`src/rtl/cmd_dec_pkg.sv`:
```
package cmd_dec_pkg;

    typedef enum logic [1:0] {
        ST_IDLE    = 2'd0,
        ST_ADDR_HI = 2'd1,
        ST_DATA    = 2'd2
    } seq_state_t;

    localparam int NUM_WIN = 3;

endpackage

```
`src/rtl/cmd_win_match.sv`:
```
module cmd_win_match #(
    parameter int              ADDR_W = 11,
    parameter logic [ADDR_W-1:0] BASE = '0,
    parameter logic [ADDR_W-1:0] MASK = '1
) (
    input  logic [ADDR_W-1:0] addr,
    output logic              hit
);
    localparam logic [ADDR_W-1:0] BASE_M = BASE & MASK;

    always_comb hit = ((addr & MASK) == BASE_M);
endmodule

```
`src/rtl/cmd_data_pack.sv`:
```
module cmd_data_pack #(
    parameter int BYTES = 4,
    parameter int CNT_W = 2,
    localparam int DATA_W = BYTES * 8
) (
    input  logic              clk,
    input  logic              rst,
    input  logic              clear,
    input  logic              load,
    input  logic [CNT_W-1:0]  lane,
    input  logic [7:0]        byte_in,
    output logic [DATA_W-1:0] data_out
);
    logic [7:0] lane_q [BYTES];

    for (genvar l = 0; l < BYTES; l++) begin : g_lane
        always_ff @(posedge clk) begin
            if (rst || clear)
                lane_q[l] <= '0;
            else if (load && lane == CNT_W'(l))
                lane_q[l] <= byte_in;
        end
        assign data_out[l*8 +: 8] = lane_q[l];
    end


    clear_zero_chk: assert property (@(posedge clk) disable iff (rst)
        clear |=> (data_out == '0));
endmodule

```
`src/rtl/cmd_seq_fsm.sv`:
```
module cmd_seq_fsm
    import cmd_dec_pkg::*;
#(
    parameter int CNT_W = 2
) (
    input  logic             clk,
    input  logic             rst,
    input  logic             strobe,
    input  logic             addr_hit,
    input  logic [CNT_W-1:0] last_idx,
    output seq_state_t       state,
    output logic [CNT_W-1:0] cnt,
    output logic             load_addr,
    output logic             take_byte,
    output logic             done
);
    seq_state_t state_d;

    always_ff @(posedge clk) begin
        if (rst) state <= ST_IDLE;
        else     state <= state_d;
    end

    always_comb begin
        state_d = state;
        if (strobe) begin
            state_d = ST_ADDR_HI;                       // START / RESTART
        end else begin
            unique case (state)
                ST_IDLE:    state_d = ST_IDLE;
                ST_ADDR_HI: state_d = addr_hit ? ST_DATA : ST_IDLE;  // MATCH / MISS
                ST_DATA:    state_d = (cnt == last_idx) ? ST_IDLE : ST_DATA; // DONE / NEXT
                default:    state_d = ST_IDLE;
            endcase
        end
    end

    always_comb begin
        load_addr = 1'b0;
        take_byte = 1'b0;
        done      = 1'b0;
        if (!strobe) begin
            unique case (state)
                ST_ADDR_HI: load_addr = addr_hit;
                ST_DATA: begin
                    take_byte = 1'b1;
                    done      = (cnt == last_idx);
                end
                default: ;
            endcase
        end
    end

    always_ff @(posedge clk) begin
        if (rst || load_addr) cnt <= '0;
        else if (take_byte)   cnt <= cnt + 1'b1;
    end


    restart_on_strobe_chk: assert property (@(posedge clk) disable iff (rst)
        strobe |=> (state == ST_ADDR_HI));

    cnt_range_chk: assert property (@(posedge clk) disable iff (rst)
        (state == ST_DATA) |-> (cnt <= last_idx));

    miss_to_idle_chk: assert property (@(posedge clk) disable iff (rst)
        (state == ST_ADDR_HI && !strobe && !addr_hit) |=> (state == ST_IDLE));

    idle_hold_chk: assert property (@(posedge clk) disable iff (rst)
        (state == ST_IDLE && !strobe) |=> (state == ST_IDLE));
endmodule

```
`src/rtl/cmd_port_decoder.sv`:
```
module cmd_port_decoder
    import cmd_dec_pkg::*;
#(
    parameter int                ADDR_W     = 11,
    parameter int                OFS_W      = 4,
    parameter int                DATA_BYTES = 4,
    parameter logic [ADDR_W-1:0] ABS_BASE   = 11'h300,
    parameter logic [ADDR_W-1:0] REL_BASE   = 11'h310,
    parameter logic [ADDR_W-1:0] GRP_MASK   = 11'h7F0,
    parameter logic [ADDR_W-1:0] CTL_BASE   = 11'h320,
    parameter logic [ADDR_W-1:0] CTL_MASK   = 11'h7FE,
    parameter int                ABS_BYTES  = 4,
    parameter int                REL_BYTES  = 2,
    parameter int                CTL_BYTES  = 4,
    localparam int               DATA_W     = DATA_BYTES * 8
) (
    input  logic               clk,
    input  logic               rst,
    input  logic [7:0]         cmd_byte,
    input  logic               cmd_first,
    output logic [NUM_WIN-1:0] win_hit,
    output logic [OFS_W-1:0]   wr_offset,
    output logic [DATA_W-1:0]  wr_data,
    output logic               wr_pulse
);
    localparam int CNT_W = (DATA_BYTES > 1) ? $clog2(DATA_BYTES) : 1;
    localparam logic [ADDR_W-1:0] WIN_BASE [NUM_WIN] = '{ABS_BASE, REL_BASE, CTL_BASE};
    localparam logic [ADDR_W-1:0] WIN_MASK [NUM_WIN] = '{GRP_MASK, GRP_MASK, CTL_MASK};
    localparam int                WIN_LEN  [NUM_WIN] = '{ABS_BYTES, REL_BYTES, CTL_BYTES};

    logic [7:0]         addr_lo_q;
    logic [15:0]        addr_full;
    logic [ADDR_W-1:0]  addr_win;
    logic [NUM_WIN-1:0] hit_raw, sel_d, sel_q;
    logic [OFS_W-1:0]   ofs_d, ofs_q;
    logic [CNT_W-1:0]   last_d, last_q, cnt;
    logic               any_hit, load_addr, take_byte, done;
    seq_state_t         fsm_state;

    always_ff @(posedge clk) begin
        if (rst)            addr_lo_q <= '0;
        else if (cmd_first) addr_lo_q <= cmd_byte;
    end

    assign addr_full = {cmd_byte, addr_lo_q};
    assign addr_win  = addr_full[ADDR_W-1:0];

    for (genvar g = 0; g < NUM_WIN; g++) begin : g_win
        cmd_win_match #(
            .ADDR_W (ADDR_W),
            .BASE   (WIN_BASE[g]),
            .MASK   (WIN_MASK[g])
        ) u_match (
            .addr (addr_win),
            .hit  (hit_raw[g])
        );
    end

    // lowest window index wins when windows overlap
    always_comb begin
        sel_d  = '0;
        ofs_d  = '0;
        last_d = '0;
        for (int i = NUM_WIN - 1; i >= 0; i--) begin
            if (hit_raw[i]) begin
                sel_d    = '0;
                sel_d[i] = 1'b1;
                ofs_d    = addr_win[OFS_W-1:0] & ~WIN_MASK[i][OFS_W-1:0];
                last_d   = CNT_W'(WIN_LEN[i] - 1);
            end
        end
    end
    assign any_hit = |hit_raw;

    always_ff @(posedge clk) begin
        if (rst) begin
            sel_q  <= '0;
            ofs_q  <= '0;
            last_q <= '0;
        end else if (load_addr) begin
            sel_q  <= sel_d;
            ofs_q  <= ofs_d;
            last_q <= last_d;
        end
    end

    cmd_seq_fsm #(.CNT_W(CNT_W)) u_fsm (
        .clk       (clk),
        .rst       (rst),
        .strobe    (cmd_first),
        .addr_hit  (any_hit),
        .last_idx  (last_q),
        .state     (fsm_state),
        .cnt       (cnt),
        .load_addr (load_addr),
        .take_byte (take_byte),
        .done      (done)
    );

    cmd_data_pack #(.BYTES(DATA_BYTES), .CNT_W(CNT_W)) u_pack (
        .clk      (clk),
        .rst      (rst),
        .clear    (load_addr),
        .load     (take_byte),
        .lane     (cnt),
        .byte_in  (cmd_byte),
        .data_out (wr_data)
    );

    always_ff @(posedge clk) begin
        if (rst) begin
            wr_pulse <= 1'b0;
            win_hit  <= '0;
        end else begin
            wr_pulse <= done;
            win_hit  <= done ? sel_q : '0;
        end
    end
    assign wr_offset = ofs_q;


    pulse_single_chk: assert property (@(posedge clk) disable iff (rst)
        wr_pulse |=> !wr_pulse);

    pulse_after_data_chk: assert property (@(posedge clk) disable iff (rst)
        wr_pulse |-> ($past(fsm_state) == ST_DATA));

    hit_onehot_chk: assert property (@(posedge clk) disable iff (rst)
        wr_pulse |-> $onehot(win_hit));

    hit_quiet_chk: assert property (@(posedge clk) disable iff (rst)
        !wr_pulse |-> (win_hit == '0));
endmodule

```
`config.mk`:
```
export PLATFORM = sky130hd
export DESIGN_NAME = cmd_port_decoder
export DESIGN_NICKNAME = d
export VERILOG_FILES = /design/src/rtl/cmd_dec_pkg.sv /design/src/rtl/cmd_win_match.sv /design/src/rtl/cmd_data_pack.sv /design/src/rtl/cmd_seq_fsm.sv /design/src/rtl/cmd_port_decoder.sv
export SDC_FILE = /design/constraint.sdc
export NUM_CORES = 1
export LEC_CHECK = 0
export ABC_AREA = 1
export BUFFER_PORTS_ARGS = -buffer_cell sky130_fd_sc_hd__buf_2
export CAP_MARGIN = 10
export CORE_MARGIN = 5
export CORE_UTILIZATION = 40
export CTS_CLUSTER_DIAMETER = 40
export CTS_CLUSTER_SIZE = 25
export DETAILED_ROUTE_END_ITERATION = 6
export MAX_ROUTING_LAYER = met4
export REMOVE_ABC_BUFFERS = 1
export SLEW_MARGIN = 20
export SYNTH_ARGS = -nofsm -noshare
export SYNTH_HDL_FRONTEND = slang
export SYNTH_SLANG_ARGS = --single-unit
```
`constraint.sdc`:
```
create_clock -name clk -period 4.2 [get_ports clk]
set_clock_uncertainty 0.15 [all_clocks]
set_input_delay 0.42 -clock clk [delete_from_list [all_inputs] [get_ports clk]]
set_output_delay 0.42 -clock clk [all_outputs]
set_load 0.02 [all_outputs]
```
Word-level counts from Yosys, hierarchy flattened
Memory sizes are Yosys's and may differ from the RTL's.
Cells that the tools add are included.
{ "totals": {"regBits": 25, "latchBits": 0, "ram_bits": 32, "mem_bits_ro": 0, "input_bits": 11, "out_inout_bits": 40, "mem_count": 1} }
{ "classes": {"add_sub_neg": 1, "multipliers": 0, "div": 0, "n_lt_le_gt_ge": 0, "n_eq_ne": 9, "shifts": 0, "muxes": 37, "bitwise": 5, "reduce_logical": 9} }
{ "memory_table": {"columns": ["memory", "depth", "word_bits", "read_ports", "rd_clocked_by_memory_dff", "wr", "line_no", "source"], "rows": [
  ["u_pack.lane_q", 4, 8, 4, 0, 4, "cmd_data_pack.sv:14", "logic [7:0] lane_q [BYTES];"]
]} }
{ "ops": {"columns": ["op", "count"], "rows": [
  ["$mux W8", 4],
  ["$mux W1", 22],
  ["$eq A7 B6 Y1 const B", 2],
  ["$eq A10 B9 Y1 const B", 1],
  ["$mux W2", 5],
  ["$mux W3", 3],
  ["$mux W4", 2],
  ["$eq A2 B2 Y1 const B", 3],
  ["$eq A2 B1 Y1 const B", 2],
  ["$logic_and A1 B1 Y1", 4],
  ["$or A1 B1 Y1", 4],
  ["$pmux W2 S2", 1],
  ["$reduce_or A2 Y1", 2],
  ["$reduce_or A3 Y1", 1],
  ["$add A2 B1 Y2 const B", 1],
  ["$eq A2 B2 Y1", 1],
  ["$logic_not A2 Y1", 1],
  ["$logic_or A1 B1 Y1", 1],
  ["$not A1 Y1", 1]
]} }

Longest topological paths before layout
{ "depth": {"ltp_word": 8, "mapped_depth": 11} }

Hierarchy
A second synthesis with hierarchy kept.
{ "hier_totals": {"hier_cells": 237, "hier_area_um2": 2311.0} }
{ "modules_own_cells": {"columns": ["module", "n_inst", "cells_each", "area_each_um2", "seq_area_each_um2"], "rows": [
  ["cmd_data_pack", 1, 91, 1227.4, 960.9],
  ["cmd_port_decoder", 1, 89, 744.5, 420.4],
  ["cmd_seq_fsm", 1, 34, 237.7, 80.1],
  ["cmd_win_match (g_win[2].u_match)", 1, 9, 41.3, 0.0],
  ["cmd_win_match (g_win[1].u_match)", 1, 8, 33.8, 0.0],
  ["cmd_win_match (g_win[0].u_match)", 1, 6, 26.3, 0.0]
]} }

Worst setup path before layout
Ideal clock, no wire load.
{ "synth_timing": {"path_type": "input -> register", "startpoint": "input cmd_first", "endpoint": "memory u_pack.lane_q[0][0], enable pin", "setup_ns": 0.384, "arrival_ns": 1.429, "required_time_ns": 3.666, "path_slack_ns": 2.237, "path_stages": 4, "path_cell_list": "clkinv_1 nand2_1 buf_2 o21ai_0"} }
{ "synth_rtl": {"columns": ["element", "line_no", "source"], "rows": [
  ["from (decl)", "cmd_port_decoder.sv:20", "input logic cmd_first,"],
  ["to (decl)", "cmd_data_pack.sv:14", null]
]} }

==> results.md <==
## Outcome
- complete, no violations — status

## STA
- 0.556 — crit share post-route
- no — unrepaired setup endpoints after global routing
- 0 — setup violation total in the final timing report
- 0 — Hold Fails Final Rpt
- 428 MHz — timing-limited maximum frequency
- 2.33 ns — final critical-path required period
- 0 — max-slew violation count
- 0 ns — setup_tns
- 0.299 — Rel. slew slack
- 1.04 ns — pin slew with the least headroom to its limit

## GRT
- 0 — overall overflow remaining after global route
- 0.144 — all-layer global routing usage
- 18 — maximum number of pins on one net before global-route repair
- 1614 — number of global-route vias before repair
- 0 — initial antenna violation count
- 7.75 mm — first-pass GRT wire length

## Setup path
- reg -> reg — critical path class
- 9 — count of cells along the worst register-to-register path
- flop — CP startpoint kind
- 2.13 ns — Worst EP arrival
- flop — type of destination of the critical path
- 17 — maximum fanout count along the critical path
- sky130_fd_sc_hd__o21ai_0 — CP max-delay cell
- 3.99 ns — Worst Path Required
- addr_lo_q[7] — Reg-to-Reg Start
- addr_lo_q[7] — CP Launch Point
- nor2_1 -> nand2_1 -> nor2_1 -> nor2_2 -> nand2_4 -> nand3_4 -> nand2_1 -> inv_1 -> o21ai_0 — critical path cell sequence
- 0.40 ns — Crit path largest cell delay

## Power and ir drop
- 0.263 mW — switching power total
- 0.067 — part of the total power dissipated in combinational logic
- 0.402 — Clk pwr share
- 0.531 — sequential share of power
- 1.15 mW — Overall Power
- 0.228 — fraction of power spent switching nets
- 229 uV — highest ir drop seen on vdd
- 0.889 mW — Int Power
- 408 nW/um^2 — power density over cell area
- 1.26 nW — leakage power summed over all cells

## Yosys
- 0.628 — share of synthesized area occupied by flip-flops and latches
- 9.70 um^2 — Avg Synthesized Cell Area
- 27 — count of cell types in the netlist
- 240 — post-synthesis instance total
- 0 — Synthesis Warnings
- 57 — flops & latches, synth
- 2330 um^2 — Cell Area, Synth

## Worst hold path
- rst — beginning of the worst hold path
- 2 — cell count of the worst hold path
- in -> reg — Min-Delay Path Class

## Cells and area
- 0 — ANT cells
- 21.3% — area added between synthesis and finish
- 0.507 — final core occ
- 542 — fill cell total of the finished layout
- 0.262 — fraction of layout instances using a drive strength above 1
- 314 — number of nets in the final layout

## CTS
- built — TritonCTS clock tree
- sky130_fd_sc_hd__clkbuf_8 — CTS Root Cell
- 0 — post-CTS setup buffer count
- 57 — CTS sink cnt
- 0.33 ns — insertion delay of the later-clocked pin in the worst-skew pair
- 0 — number of hold buffers added after CTS
- 3 — H-tree depth
- 2 — Max Buffers Root-to-Sink
- 0.06 ns — clock slew at reported path FFs
- 0 — post-cts gate resize count
- 9 — number of buffers created by CTS

## Floorplanning
- 51 — num ports
- 5570 um^2 — area of the core region
- 0.418 — Initial Util
- 7450 um^2 — total die area
- 86.3 um — y dimension of the die
- 27 — number of placement rows
- 86.3 um — die outline width

## Place
- 0.813 — gpl congestion
- 50 — input/output buffers
- 3.48 mm — placed wire-length estimate

## Drt
- 90 — First DRT Iteration DRCs
- 4 — TritonRoute pass-1 iters
- 1647 — Via Count
- 4.70 mm — routed wire length
- 0 — Detail Route Antenna Nets
- 12.6 um — Routed WL per cell
- 4.40 — vias per inst
- 0 — DRC violation count after routing

## Run
- 0 — Max Cap Viol

==> registers in the layout, indices dropped and copies added, names as in the netlist <==
signal	count
u_pack.lane_q	32
addr_lo_q	8
wr_offset	4
sel_q	3
win_hit	3
last_q	2
u_fsm.cnt	2
u_fsm.state	2
wr_pulse	1
==> critical path: cells and delay by family (launching register included) <==
| family | cells | cell delay, ns |
|---|---|---|
| AO/OA/AOI/OAI | 1 | 0.40 |
| AND/OR/NAND/NOR | 7 | 0.99 |
| buffers and inverters | 1 | 0.10 |
| flip-flops | 1 | 0.32 |
==> power groups by stage <==
stage                     Clock, mW  Combinational, mW  Sequential, mW
final                         0.463             0.0771           0.612
after global routing          0.501             0.0855           0.614
after CTS                     0.473             0.0784           0.612
after detailed placement          0             0.0781           0.624
after global placement            0             0.0774           0.624
after floorplan                   0             0.0335           0.639
==> area by class of cell <==
type	count	area (um^2)	area share
clock buffers	13	170	0.0603
clock inverters	3	13.8	0.00487
inverters	42	158	0.0558
multi-input cells	137	681	0.241
flip-flops and latches	57	1460	0.518
well taps	72	90.1	0.0319
repair buffers	50	250	0.0886
==> kinds of logic (layout without fill, tap and decap cells) <==
family / Yosys count / in the layout / share of synthesized area
AOI/OAI and AO/OA: 17 / 17 / 0.0398
xor gates and xnor gates: 1 / 1 / 0.00376
buffers and inverters: 46 / 108 / 0.0801
and+or+nand+nor: 113 / 113 / 0.217
DFF: 57 / 57 / 0.628
adders and majority gates: 6 / 6 / 0.0322
==> Yosys cell counts <==
library cell,n,area share
sky130_fd_sc_hd__o21ai_0,8,0.017
sky130_fd_sc_hd__edfxtp_1,32,0.41
sky130_fd_sc_hd__nor2_1,56,0.090
sky130_fd_sc_hd__or2_2,1,0.0027
sky130_fd_sc_hd__a22oi_1,1,0.0032
sky130_fd_sc_hd__clkbuf_2,1,0.0021
sky130_fd_sc_hd__nand2_1,31,0.050
sky130_fd_sc_hd__nand3_2,1,0.0043
sky130_fd_sc_hd__ha_1,6,0.032
sky130_fd_sc_hd__buf_2,1,0.0021
sky130_fd_sc_hd__dfxtp_1,25,0.21
sky130_fd_sc_hd__nand2_2,3,0.0081
sky130_fd_sc_hd__inv_2,4,0.0064
sky130_fd_sc_hd__inv_1,36,0.058
sky130_fd_sc_hd__nor2_2,4,0.011
sky130_fd_sc_hd__clkbuf_4,1,0.0032
sky130_fd_sc_hd__buf_6,1,0.0048
sky130_fd_sc_hd__xor2_1,1,0.0038
sky130_fd_sc_hd__nand2_4,1,0.0048
sky130_fd_sc_hd__a21oi_1,4,0.0086
sky130_fd_sc_hd__o22ai_1,4,0.011
sky130_fd_sc_hd__nor3_1,1,0.0021
sky130_fd_sc_hd__clkinv_1,2,0.0032
sky130_fd_sc_hd__nand4_1,6,0.016
sky130_fd_sc_hd__nor2_4,1,0.0048
sky130_fd_sc_hd__nand3_4,1,0.0075
sky130_fd_sc_hd__nand3_1,7,0.015
==> worst paths after layout <==
| path | slack, ns | end |
|---|---|---|
| hold reg to reg | 0.29 | win_hit[2] |
| setup reg to reg | 1.87 | u_pack.lane_q[0][7] |
| hold / removal | 0.17 | last_q[0] |
| setup / recovery | 1.87 | u_pack.lane_q[0][7] |
==> metrics by stage <==
stage | instance area (um^2) | std cells | setup WS (ns) | hold WS [ns]
global route | 2820 | 374 | 1.64 | 0.161
CTS | 2820 | 374 | 1.85 | 0.154
detailed placement | 2640 | 358 | 1.69 | 0.286
global placement | 2640 | 358 | 1.75 | 0.284
floorplan | 2300 | 236 | 2.16 | 0.266
finish | 2820 | 374 | 1.87 | 0.172
==> placed cells by master, fill, tap and decap left out <==
| master | synthesis | final |
|---|---|---|
| sky130_fd_sc_hd__inv_1 | 36 | 36 |
| sky130_fd_sc_hd__buf_2 | 1 | 50 |
| sky130_fd_sc_hd__nand2_4 | 1 | 1 |
| sky130_fd_sc_hd__dfxtp_1 | 25 | 25 |
| sky130_fd_sc_hd__nand2_1 | 31 | 31 |
| sky130_fd_sc_hd__or2_2 | 1 | 1 |
| sky130_fd_sc_hd__clkinv_2 | 0 | 2 |
| sky130_fd_sc_hd__nand2_2 | 3 | 3 |
| sky130_fd_sc_hd__a22oi_1 | 1 | 1 |
| sky130_fd_sc_hd__o22ai_1 | 4 | 4 |
| sky130_fd_sc_hd__inv_2 | 4 | 4 |
| sky130_fd_sc_hd__nand4_1 | 6 | 6 |
| sky130_fd_sc_hd__ha_1 | 6 | 6 |
| sky130_fd_sc_hd__a21oi_1 | 4 | 4 |
| sky130_fd_sc_hd__nor2_1 | 56 | 56 |
| sky130_fd_sc_hd__nand3_2 | 1 | 1 |
| sky130_fd_sc_hd__xor2_1 | 1 | 1 |
| sky130_fd_sc_hd__edfxtp_1 | 32 | 32 |
| sky130_fd_sc_hd__nand3_4 | 1 | 1 |
| sky130_fd_sc_hd__clkbuf_8 | 0 | 10 |
| sky130_fd_sc_hd__clkbuf_16 | 0 | 1 |
| sky130_fd_sc_hd__o21ai_0 | 8 | 8 |
| sky130_fd_sc_hd__nor2_2 | 4 | 4 |
| sky130_fd_sc_hd__nand3_1 | 7 | 7 |
| sky130_fd_sc_hd__clkinv_1 | 2 | 3 |
| sky130_fd_sc_hd__nor2_4 | 1 | 1 |
| sky130_fd_sc_hd__clkbuf_1 | 0 | 2 |
| sky130_fd_sc_hd__nor3_1 | 1 | 1 |
==> metal layers <==
metal,vias up,global-route usage,wire [um]
met5,-,-,0
met4,0,0.0595,70
met3,6,0.0466,309
met2,39,0.224,2200
met1,728,0.172,2120
li1,874,-,-
No activity file was read; power rests on OpenSTA's default activity.
